$ cat config.mk
export PLATFORM = sky130hd
export DESIGN_NAME = uart_dbtx
export DESIGN_NICKNAME = d
export VERILOG_FILES = /design/src/rtl/uart_dbtx_pkg.sv /design/src/rtl/uart_dbtx_hold.sv /design/src/rtl/uart_dbtx_shifter.sv /design/src/rtl/uart_dbtx.sv
export SDC_FILE = /design/constraint.sdc
export NUM_CORES = 1
export LEC_CHECK = 0
export ABC_AREA = 1
export BUFFER_PORTS_ARGS = -buffer_cell sky130_fd_sc_hd__clkbuf_2
export CAP_MARGIN = 20
export CELL_PAD_IN_SITES_DETAIL_PLACEMENT = 1
export CELL_PAD_IN_SITES_GLOBAL_PLACEMENT = 1
export CORE_ASPECT_RATIO = 1.1
export CORE_MARGIN = 2
export CORE_UTILIZATION = 35
export DETAILED_ROUTE_END_ITERATION = 10
export PLACE_DENSITY_LB_ADDON = 0.1
export REMOVE_ABC_BUFFERS = 1
export SLEW_MARGIN = 30
export SYNTH_ARGS = -nofsm -noshare
export SYNTH_HDL_FRONTEND = slang
export SYNTH_SLANG_ARGS = --single-unit
$ cat constraint.sdc
create_clock -name clk -period 1.7 [get_ports clk]
set_input_delay 0.085 -clock clk [delete_from_list [all_inputs] [get_ports clk]]
set_output_delay 0.085 -clock clk [all_outputs]
set_load 0.01 [all_outputs]
$ cat src/rtl/uart_dbtx_pkg.sv
package uart_dbtx_pkg;

    typedef enum logic [1:0] {
        PH_IDLE = 2'd0,   // nothing loaded
        PH_WAIT = 2'd1,   // loaded, waiting for the first tick to drive start
        PH_SEND = 2'd2    // frame bits on the line
    } tx_phase_e;

    function automatic int frame_bits(input int data_w);
        return data_w + 3;   // start + data + ninth + stop
    endfunction

endpackage

$ cat src/rtl/uart_dbtx_hold.sv
module uart_dbtx_hold #(
    parameter int DATA_W = 8
) (
    input  logic              clk,
    input  logic              rst_n,
    input  logic              en,
    input  logic              wr_stb,
    input  logic [DATA_W-1:0] wr_data,
    input  logic              wr_nine,
    input  logic              wr_bit9,
    input  logic              take,
    output logic              full,
    output logic              nine,
    output logic              bit9,
    output logic [DATA_W-1:0] data,
    output logic              empty_flag
);

    typedef struct packed {
        logic              full;
        logic              nine;
        logic              bit9;
        logic [DATA_W-1:0] data;
    } hold_t;

    hold_t h_d, h_q;

    always_comb begin
        h_d = h_q;
        if (!en) begin
            h_d.full = 1'b0;
        end else if (take) begin
            h_d.full = 1'b0;
        end else if (wr_stb && !h_q.full) begin
            h_d.full = 1'b1;
            h_d.nine = wr_nine;
            h_d.bit9 = wr_bit9;
            h_d.data = wr_data;
        end
    end

    always_ff @(posedge clk or negedge rst_n) begin
        if (!rst_n) h_q <= '0;
        else        h_q <= h_d;
    end

    assign full       = h_q.full;
    assign nine       = h_q.nine;
    assign bit9       = h_q.bit9;
    assign data       = h_q.data;
    assign empty_flag = en & ~h_q.full;


    hold_rise_by_take_chk: assert property (@(posedge clk) disable iff (!rst_n)
        ($rose(empty_flag) && $past(en)) |-> $past(take));


    hold_write_fills_chk: assert property (@(posedge clk) disable iff (!rst_n)
        (en && wr_stb && !full) |=> !empty_flag || !en);


    hold_full_write_ignored_chk: assert property (@(posedge clk) disable iff (!rst_n)
        (en && wr_stb && full && !take) |=> ($stable(data) && (full || !en)));

endmodule

$ cat src/rtl/uart_dbtx_shifter.sv
module uart_dbtx_shifter
    import uart_dbtx_pkg::*;
#(
    parameter int DATA_W = 8
) (
    input  logic              clk,
    input  logic              rst_n,
    input  logic              en,
    input  logic              tick,
    input  logic              hold_full,
    input  logic              hold_nine,
    input  logic              hold_bit9,
    input  logic [DATA_W-1:0] hold_data,
    output logic              take,
    output logic              line,
    output logic              idle
);

    localparam int FRAME_W = frame_bits(DATA_W);
    localparam int CNT_W   = $clog2(FRAME_W + 1);
    localparam logic [CNT_W-1:0] LEN_NINE  = CNT_W'(FRAME_W);
    localparam logic [CNT_W-1:0] LEN_PLAIN = CNT_W'(FRAME_W - 1);

    typedef struct packed {
        tx_phase_e          phase;
        logic [FRAME_W-1:0] sh;
        logic [CNT_W-1:0]   idx;
        logic [CNT_W-1:0]   last;
        logic               line;
    } shf_t;

    localparam shf_t SHF_RST = '{phase: PH_IDLE, sh: '1, idx: '0, last: '0, line: 1'b1};

    shf_t s_d, s_q;
    logic [FRAME_W-1:0] frm_new;
    logic [CNT_W-1:0]   len_new;

    always_comb begin
        frm_new = {1'b1, (hold_nine ? hold_bit9 : 1'b1), hold_data, 1'b0};
        len_new = hold_nine ? LEN_NINE : LEN_PLAIN;
        s_d     = s_q;
        take    = 1'b0;
        if (!en) begin
            s_d = SHF_RST;
        end else begin
            unique case (s_q.phase)
                PH_IDLE: begin
                    if (hold_full) begin
                        take      = 1'b1;
                        s_d.phase = PH_WAIT;
                        s_d.sh    = frm_new;
                        s_d.idx   = '0;
                        s_d.last  = len_new;
                    end
                end
                PH_WAIT: begin
                    if (tick) begin
                        s_d.line  = s_q.sh[0];
                        s_d.sh    = {1'b1, s_q.sh[FRAME_W-1:1]};
                        s_d.idx   = CNT_W'(1);
                        s_d.phase = PH_SEND;
                    end
                end
                PH_SEND: begin
                    if (tick) begin
                        if (s_q.idx == s_q.last) begin
                            if (hold_full) begin
                                take     = 1'b1;
                                s_d.line = frm_new[0];
                                s_d.sh   = {1'b1, frm_new[FRAME_W-1:1]};
                                s_d.idx  = CNT_W'(1);
                                s_d.last = len_new;
                            end else begin
                                s_d.phase = PH_IDLE;
                                s_d.line  = 1'b1;
                            end
                        end else begin
                            s_d.line = s_q.sh[0];
                            s_d.sh   = {1'b1, s_q.sh[FRAME_W-1:1]};
                            s_d.idx  = s_q.idx + CNT_W'(1);
                        end
                    end
                end
                default: s_d = SHF_RST;
            endcase
        end
    end

    always_ff @(posedge clk or negedge rst_n) begin
        if (!rst_n) s_q <= SHF_RST;
        else        s_q <= s_d;
    end

    assign line = s_q.line;
    assign idle = (s_q.phase == PH_IDLE);


    line_only_on_tick_chk: assert property (@(posedge clk) disable iff (!rst_n)
        (en && !tick) |=> $stable(line));


    back_to_back_start_chk: assert property (@(posedge clk) disable iff (!rst_n)
        (en && tick && s_q.phase == PH_SEND && s_q.idx == s_q.last && hold_full) |=> !line);


    idle_line_high_chk: assert property (@(posedge clk) disable iff (!rst_n)
        idle |-> line);


    busy_starts_on_take_chk: assert property (@(posedge clk) disable iff (!rst_n)
        $fell(idle) |-> $past(take));

endmodule

$ cat src/rtl/uart_dbtx.sv
module uart_dbtx
    import uart_dbtx_pkg::*;
#(
    parameter int DATA_W = 8
) (
    input  logic              clk,
    input  logic              rst_n,
    input  logic              tx_en,
    input  logic              nine_bit_en,
    input  logic              bit9_in,
    input  logic              wr_stb,
    input  logic [DATA_W-1:0] wr_data,
    input  logic              bit_tick,
    output logic              ser_out,
    output logic              ser_oe,
    output logic              hold_empty,
    output logic              shift_empty
);

    typedef struct packed {
        logic oe;
    } top_t;

    top_t t_d, t_q;

    logic              h_full, h_nine, h_bit9, take;
    logic [DATA_W-1:0] h_data;

    uart_dbtx_hold #(.DATA_W(DATA_W)) u_hold (
        .clk        (clk),
        .rst_n      (rst_n),
        .en         (tx_en),
        .wr_stb     (wr_stb),
        .wr_data    (wr_data),
        .wr_nine    (nine_bit_en),
        .wr_bit9    (bit9_in),
        .take       (take),
        .full       (h_full),
        .nine       (h_nine),
        .bit9       (h_bit9),
        .data       (h_data),
        .empty_flag (hold_empty)
    );

    uart_dbtx_shifter #(.DATA_W(DATA_W)) u_shf (
        .clk       (clk),
        .rst_n     (rst_n),
        .en        (tx_en),
        .tick      (bit_tick),
        .hold_full (h_full),
        .hold_nine (h_nine),
        .hold_bit9 (h_bit9),
        .hold_data (h_data),
        .take      (take),
        .line      (ser_out),
        .idle      (shift_empty)
    );

    always_comb begin
        t_d    = t_q;
        t_d.oe = tx_en;
    end

    always_ff @(posedge clk or negedge rst_n) begin
        if (!rst_n) t_q <= '0;
        else        t_q <= t_d;
    end

    assign ser_oe = t_q.oe;


    disable_releases_chk: assert property (@(posedge clk) disable iff (!rst_n)
        !tx_en |=> (!ser_oe && ser_out && shift_empty));


    disabled_not_empty_chk: assert property (@(posedge clk) disable iff (!rst_n)
        !tx_en |-> !hold_empty);

endmodule

Yosys cells after proc, flatten, opt, wreduce, memory -nomap -nowiden
Index checks and enable logic that the tools add are counted.
Widths: inputs -> output; s select.
{"block": "word_totals", "elab_cells": 60, "output_inout_bits": 4, "regBits": 34, "in_bits": 15}
{"block": "op_classes", "n_addsub": 1, "n_reduce_logical": 8, "n_mux": 25, "bitwise_logic": 3, "n_eq_ne": 13}
{"op": "$pmux 17 s3", "count": 1}
{"op": "$mux 22", "count": 2}
{"op": "$mux 21", "count": 1}
{"op": "$mux 19", "count": 1}
{"op": "$mux 17", "count": 1}
{"op": "$mux 15", "count": 1}
{"op": "$ne 3x3->1 const B", "count": 4}
{"op": "$pmux 4 s3", "count": 1}
{"op": "$mux 1", "count": 11}
{"op": "$mux 11", "count": 1}
{"op": "$reduce_and 5->1", "count": 2}
{"op": "$ne 3x2->1 const B", "count": 2}
{"op": "$reduce_and 3->1", "count": 2}
{"op": "$add 4x1->4 const B", "count": 1}
{"op": "$eq 4x4->1", "count": 1}
{"op": "$mux 2", "count": 2}
{"op": "$mux 4", "count": 1}
{"op": "$ne 2x2->1 const B", "count": 2}
{"op": "$ne 4x4->1 const B", "count": 1}
{"op": "$reduce_and 4->1", "count": 1}
{"op": "$ne 3x1->1 const B", "count": 1}
{"op": "$pmux 1 s3", "count": 1}
{"op": "$eq 2x1->1 const B", "count": 1}
{"op": "$eq 2x2->1 const B", "count": 1}
{"op": "other kinds (6)", "count": 7}

Depth between registers and ports, before layout
Gate-level depths: netlist of the first run.
{"block": "logic_depth", "ltp_word": 7, "mapped_depth": 10, "depth_no_buf": 10}

Cells and area by module
From an unflattened synthesis of the first run, not the netlist that was laid out.
{"block": "hier_totals", "hier_cells": 271, "area_unflattened_um2": 1985.7}
{"module": "uart_dbtx_shifter", "n_inst": 1, "area_each_um2": 1502.7, "seq_area_each_um2": 489.2, "cells_per_inst": 220}
{"module": "uart_dbtx_hold", "n_inst": 1, "area_each_um2": 457.9, "seq_area_each_um2": 275.3, "cells_per_inst": 50}
{"module": "uart_dbtx", "n_inst": 1, "area_each_um2": 25.0, "seq_area_each_um2": 25.0, "cells_per_inst": 1}

Worst setup path before layout of the first run
Ideal clock, no wire load.
{"block": "synth_path", "path_kind": "register to register", "startpoint": "register u_shf.s_q[20] (netlist bit)", "endpoint": "register u_shf.s_q[7] (netlist bit)", "n_path_buf": 1, "path_stages_with_launch": 10, "required_time_ps": 1580, "arrival_ps": 1446, "period_less_slack_ps": 1566, "setup_ps": 120, "setup_slack_ps": 134, "cell_sequence": "dfrtp_1 -> inv_1 -> ha_1 -> inv_1 -> nor2_4 -> nor2_4 -> buf_4 -> nand4_1 -> nand2_1 -> nor2_1"}
{"block": "synth_between", "elab_chain_cells": 3, "elab_cells_between_ends": 10, "cone_classes": "eq/ne (6); mux (2); reduce/logical (2)"}
{"element": "start: declaration", "line": "uart_dbtx_shifter.sv:34", "source": "shf_t s_d, s_q;"}
{"element": "start signal: assignment", "line": "uart_dbtx_shifter.sv:90", "source": "if (!rst_n) s_q <= SHF_RST;"}
{"element": "start signal: assignment", "line": "uart_dbtx_shifter.sv:91", "source": "else s_q <= s_d;"}
{"element": "$logic_not 2->1 *"}
{"element": "net shift_empty", "line": "uart_dbtx.sv:17", "source": "output logic shift_empty"}
{"element": "$ne 3x2->1 (no source line) or $pmux 17 s3 (tied branches)"}
{"element": "$reduce_and 4->1 (no source line) or $mux 22 (tied branches)"}
Mark *: on every way through the listed nets, which the timed path passes. The rest lies on a longest branch.
A chain may end at the register's enable or synchronous reset.

Worst setup path after layout of the first run
{"block": "layout_path", "startpoint": "register u_shf.s_q[20] (netlist bit)", "endpoint": "register u_shf.s_q[5] (netlist bit)"}
{"block": "layout_between", "elab_chain_cells": 3, "elab_cells_between_ends": 10, "cone_classes": "eq/ne (6); mux (2); reduce/logical (2)"}
{"element": "$eq 2x2->1 (tied with other cells)", "line": "uart_dbtx_shifter.sv:46", "source": "unique case (s_q.phase)"}
{"element": "$ne 4x4->1 (no source line) (tied with other cells)"}
{"element": "$reduce_and 4->1 (no source line) or $mux 22 (tied branches)"}
Parallel ways exist; a longest one is shown, timed or not.

==> results of run 1 <==
==> cell families (layout without fill, tap and decap cells) <==
family / Yosys count / count (layout) / synth area share, %
compound gates: 50 / 50 / 15.42
fa+ha+maj: 6 / 6 / 3.904
mux: 1 / 1 / 0.5855
simple gates: 115 / 115 / 28.24
flops: 31 / 31 / 41.05
buf+inv: 44 / 81 / 10.80
==> synthesized netlist by cell type, drive strengths merged <==
| cell | number | area, sq um |
|---|---|---|
| ha | 6 | 75.07 |
| nand4 | 2 | 12.51 |
| a211oi | 1 | 7.510 |
| inv | 33 | 126.4 |
| nor2 | 34 | 157.7 |
| nand3 | 25 | 147.7 |
| dfstp | 11 | 289.0 |
| nor3 | 1 | 5.000 |
| clkbuf | 2 | 7.510 |
| nand2 | 52 | 212.7 |
| o21bai | 1 | 7.510 |
| nor3b | 1 | 7.510 |
| clkinv | 1 | 3.750 |
| o21ai | 9 | 45.04 |
| dfrtp | 20 | 500.5 |
| buf | 8 | 70.06 |
| mux2 | 1 | 11.26 |
| o221ai | 8 | 70.07 |
| a21oi | 31 | 166.4 |
==> flip-flops by register name, indices dropped and copies added (netlist names) <==
register     flops
ser_oe           1
u_hold.bit9      1
u_hold.data      8
u_hold.full      1
u_hold.nine      1
u_shf.line       1
u_shf.s_q       18
==> what timing repair did <==
action / 4_1_cts / 5_1_grt
gates resized for setup: 0 / 18
endpoints found under the setup margin: 0 / 17
hold buffers: 1 / 0
hold endpoints to repair: 10 / 0
setup buffers: 0 / 6
==> per-stage QoR <==
step                setup TNS, ps  total power [mW]  hold WS, ps  util, %
finish                          0             4.151        42.76    44.50
CTS                             0             3.990        38.33    42.48
global route               -11.84             4.500        47.55    44.50
global placement                0             3.161        31.65    40.08
detailed placement              0             3.192        43.57    40.08
floorplan                  -990.7             2.468       -210.6        -
==> area by class of cell <==
type	instances	area share (%)
well taps	75	3.960
multi-input cells	172	40.81
repair buffers	39	11.40
clock inverters	2	1.478
inverters	34	5.491
clock buffers	6	3.485
flip-flops and latches	31	33.37
==> power by group <==
group	switching (mW)	internal, mW
clock network	0.301	0.474
registers	0.158	1.06
logic	1.34	0.814
==> per-layer routing <==
metal	share of wire [%]	GRT usage, %
met5	0	0
met4	1.3	5.357
met3	2.3	3.313
met2	51	34.16
met1	45	25.21
==> path summary, 6_finish.rpt <==
path                                   to  depth (start not counted)     startpoint  slack [ps]
max in group asynchronous   u_shf.s_q[16]                          3          rst_n         850
setup / recovery             u_shf.s_q[5]                         10  u_shf.s_q[20]         110
setup reg to reg             u_shf.s_q[5]                         10  u_shf.s_q[20]         110
hold reg to reg                u_shf.line                          2     u_shf.line         510
hold / removal             u_hold.data[2]                          3     wr_data[2]          40
min in group asynchronous          ser_oe                          2          rst_n         270
==> critical path: cells and delay by family (launching register included) <==
family	cells	cell delay (ps)
adders and majority gates	1	160
AOI/OAI and AO/OA	1	70
and+or+nand+nor	6	590
buffers and inverters	2	290
DFF	1	410
==> flow_summary_export.csv, run 1 <==
group,metric,value,unit
status,outcome,"complete, no violations",
placed_design,io_buffers,18,
synthesis,syn_area,1923,sq um
sta,setup_viol,0,
global_route,first_global_vias,1855,
global_route,grt_overflow,0,
clock_network,clkSinkCount,31,
layout,n_antenna_cell,0,
setup_path,cpMostUsedCell,"nand2_1",
sta,slew_viol_final,0,
synthesis,ys_seq_elements,31,
detailed_routing,drc,0,
placed_design,place_inst,344,
clock_network,root_buffer,"clkbuf_8",
layout,final_cell_mix,"nand2_1, a21oi_1, nor2_1, inv_1, nand3_1",
setup_path,cp.required,1920,ps
placed_design,dp_hpwl,3.919,mm
floorplan,row_count,28,
global_route,grt_pass1_wl,9.011,mm
sta,fin_ws,107.1,ps
clock_network,cts_made_buffers,5,
detailed_routing,vias,1762,
job,drv_cap,0,
placed_design,place_ws,30.38,ps
floorplan,die_h,81.75,um
layout,regArea,790.8,sq um
synthesis,yosysSeqAreaShare,41.05,%
synthesis,yosysWarnings,0,
sta,hold_viol,0,
clock_network,clk_pin_slew,70,ps
placed_design,place.gp.congestion,0.7710,
layout,syn_to_final_growth,23.23,%
setup_path,crit_type,"register to register",
detailed_routing,firstDrtPassIters,4,
layout,post-route-cell-area,2370,sq um
layout,nFillCells,691,
power,power.leakage,1.138,nW
clock_network,worstSkewPairLatency,290,ps
sta,max_freq,0.6278,GHz
detailed_routing,ant_nets,0,
sta,finalCritPeriodShare,93.70,%
setup_path,cp-end-kind,"register",
layout,final_common_cell,"nand2_1",
layout,fin_nets,304,
clock_network,cts_buffer_depth,2,
sta,min_period,1593,ps
setup_path,worst_path_max_delay_cell,"dfrtp_1",
layout,multiInputGateArea,967.2,sq um
floorplan,io_pins,19,
floorplan,die_w,74.68,um
setup_path,cp-start-kind,"register",
synthesis,avgSynthCellArea,7.786,sq um
detailed_routing,first_iter_violations,70,
power,power_density,1751,nW/um^2
floorplan,initial_core_util,36.11,%
clock_network,cts_tree,"built",
layout,drive_above_1_share,29.93,%
hold_path,worstHoldPathType,"input pin to register",
synthesis,ys_types,30,
power,vdd_ir_drop_max,0.6508,mV
synthesis,syn_inst,247,
placed_design,place_area,2135,sq um
global_route,gr-usage-all-layers,19.70,%
detailed_routing,wire_per_inst,15.02,um
setup_path,slowest_delay,410,ps
global_route,antenna_found_initial,0,
detailed_routing,viasPerCell,4.908,
clock_network,htree_levels,2,
sta,clock_skew,3.571,ps
setup_path,worstPathArrival,1820,ps
detailed_routing,drt-total-wl,5.393,mm
sta,relSlewSlack,71.98,%
global_route,grt_max_degree,19,
sta,worst_pin_slew,420.3,ps
floorplan,core_area,5325,sq um
setup_path,cp_cell_sequence,"buf_4, ha_4, nand2_2, a21oi_4, nor2_4, buf_12, nand2_8, nor2_1, nand2_1, nand2_1",
setup_path,crit_fanout,14,
floorplan,die_area,6104,sq um
layout,layout.cells.non_filler,359,
Note: power is estimated with default switching activity, not from simulation.
==> run 2: changes to the inputs <==
--- a/config.mk
+++ b/config.mk
@@ -12,7 +12,7 @@
 export CELL_PAD_IN_SITES_GLOBAL_PLACEMENT = 1
 export CORE_ASPECT_RATIO = 1.1
 export CORE_MARGIN = 2
-export CORE_UTILIZATION = 35
+export CORE_UTILIZATION = 40
 export DETAILED_ROUTE_END_ITERATION = 10
 export PLACE_DENSITY_LB_ADDON = 0.1
 export REMOVE_ABC_BUFFERS = 1
==> run 2 against run 1 <==
  * Clock power is 30% lower
  * Design area shrank 2.0%
  * Total power down 3.8%
  * Highest routed layer unchanged
  * Register-to-register slack worse by 20 ps
  * Sequential power barely moved
  * Largest power group unchanged
  * Combinational power grew 2%
  * Global-route usage increased by 0.60 points
==> flow_summary_export.csv, run 2 (synthesis results as in run 1) <==
group,metric,value,unit
setup_path,rrSetupSlack,80,ps
status,outcome,"complete, no violations",
setup_path,crit_fanout,14,
hold_path,hold_depth,2,
global_route,grt_pass1_wl,8.583,mm
placed_design,place.gp.congestion,0.7561,
sta,setup_viol,0,
detailed_routing,firstDrtPassIters,2,
global_route,grt_max_degree,32,
power,power,3.993,mW
layout,n_antenna_cell,0,
placed_design,dp_hpwl,3.648,mm
layout,syn_to_final_growth,20.82,%
setup_path,cp.required,1870,ps
sta,min_period,1616,ps
floorplan,row_count,26,
placed_design,io_buffers,18,
power,power.leakage,1.124,nW
layout,final_cell_mix,"nand2_1, a21oi_1, nor2_1, inv_1",
clock_network,htree_levels,2,
detailed_routing,drt-total-wl,4.986,mm
clock_network,cts_tree,"built",
hold_path,hold-path-endpoint,"u_hold.bit9",
detailed_routing,first_iter_violations,41,
job,drv_cap,0,
hold_path,worstHoldPathType,"input pin to register",
setup_path,r2r_end,"u_shf.s_q[6]",
setup_path,worstPathArrival,1790,ps
power,vdd_ir_drop_max,0.6143,mV
clock_network,root_buffer,"clkbuf_8",
sta,max_freq,0.6190,GHz
layout,drive_above_1_share,29.72,%
setup_path,cp-start-kind,"register",
setup_path,crit_type,"register to register",
layout,final_common_cell,"nand2_1",
sta,clock_skew,9.629,ps
sta,hold_viol,0,
floorplan,initial_core_util,41.34,%
detailed_routing,viasPerCell,5.155,
floorplan,die_area,5379,sq um
global_route,antenna_found_initial,0,
sta,slew_viol_final,0,
floorplan,io_pins,19,
setup_path,r2r_start,"u_shf.s_q[20]",
sta,worst_pin_slew,409.8,ps
global_route,grt_overflow,0,
clock_network,clk_pin_slew,70,ps
hold_path,worstHoldStart,"bit9_in",
power,power_density,1719,nW/um^2
placed_design,place_ws,-25.13,ps
floorplan,die_w,70.11,um
setup_path,reg2reg_depth,10,
floorplan,core_area,4652,sq um
placed_design,place_area,2133,sq um
layout,regMostFlops,"u_shf.s_q",
layout,largest_reg_flops,18,
layout,fin_nets,307,
clock_network,clkSinkCount,31,
clock_network,worstSkewPairLatency,290,ps
sta,fin_ws,84.46,ps
clock_network,cts_buffer_depth,2,
global_route,first_global_vias,1803,
detailed_routing,wire_per_inst,14.58,um
global_route,gr-usage-all-layers,20.31,%
detailed_routing,drc,0,
floorplan,die_h,76.72,um
setup_path,cp-end-kind,"register",
layout,post-route-cell-area,2323,sq um
sta,finalCritPeriodShare,95.03,%
clock_network,cts_made_buffers,5,
detailed_routing,ant_nets,0,
sta,relSlewSlack,72.68,%
detailed_routing,vias,1763,
-- run 2: metal layers --
metal	track usage [%]	part of all wire, %	up-vias
met5	0	0	-
met4	6.923	1.9	0
met3	3.942	2.5	11
met2	35.05	50	20
met1	25.27	46	851
li1	-	-	881
-- run 2: how the worst max path moves through the flow --
stage                             start  cells after the start             to
after floorplan           u_shf.s_q[20]                      9   u_shf.s_q[6]
after global placement    u_shf.s_q[21]                      8   u_shf.s_q[8]
after detailed placement  u_shf.s_q[20]                      9   u_shf.s_q[6]
after CTS                 u_shf.s_q[21]                      8  u_shf.s_q[21]
after global routing      u_shf.s_q[20]                     10   u_shf.s_q[6]
final                     u_shf.s_q[20]                     10   u_shf.s_q[6]
-- run 2: where the power goes --
| group | internal (mW) | leakage, nW | switching [mW] |
|---|---|---|---|
| registers | 1.06 | 0.354 | 0.174 |
| clock network | 0.281 | 0.0383 | 0.261 |
| logic | 0.891 | 0.732 | 1.32 |
-- run 2: area by class of cell --
type | instances | area [sq um]
Fill cell | 600 | 2328
Multi-Input combinational cell | 172 | 973.4
Sequential cell | 31 | 792.0
Timing Repair Buffer | 42 | 276.5
Inverter | 34 | 135.1
Clock buffer | 7 | 76.32
Tap cell | 56 | 70.07
-- run 2: repair_timing --
action,4_1_cts,5_1_grt
setup endpoints to repair,4,18
resized for setup,4,15
pin swaps,0,2
buffers inserted,0,6
hold endpoints to repair,20,0
hold buffers,1,0
-- run 2: worst max-delay path, cell delays in order, from the launching register on --
cell	delay, ps
dfrtp_2	460
inv_4	90
ha_4	150
nand2_4	60
a21oi_4	190
nor2_4	80
buf_4	150
nand2_8	110
inv_1	80
nand3_1	70
nand2_1	50
-- run 2: per-stage QoR --
step	setup TNS [ps]	hold slack, ps	cells	utilization (%)
floorplan	-990.7	-210.6	237	-
global placement	-32.04	129.9	328	45.86
detailed placement	-77.65	139.7	328	45.86
CTS	-3.429	18.95	336	48.09
global route	-24.02	33.81	342	49.95
finish	0	25.07	342	49.95
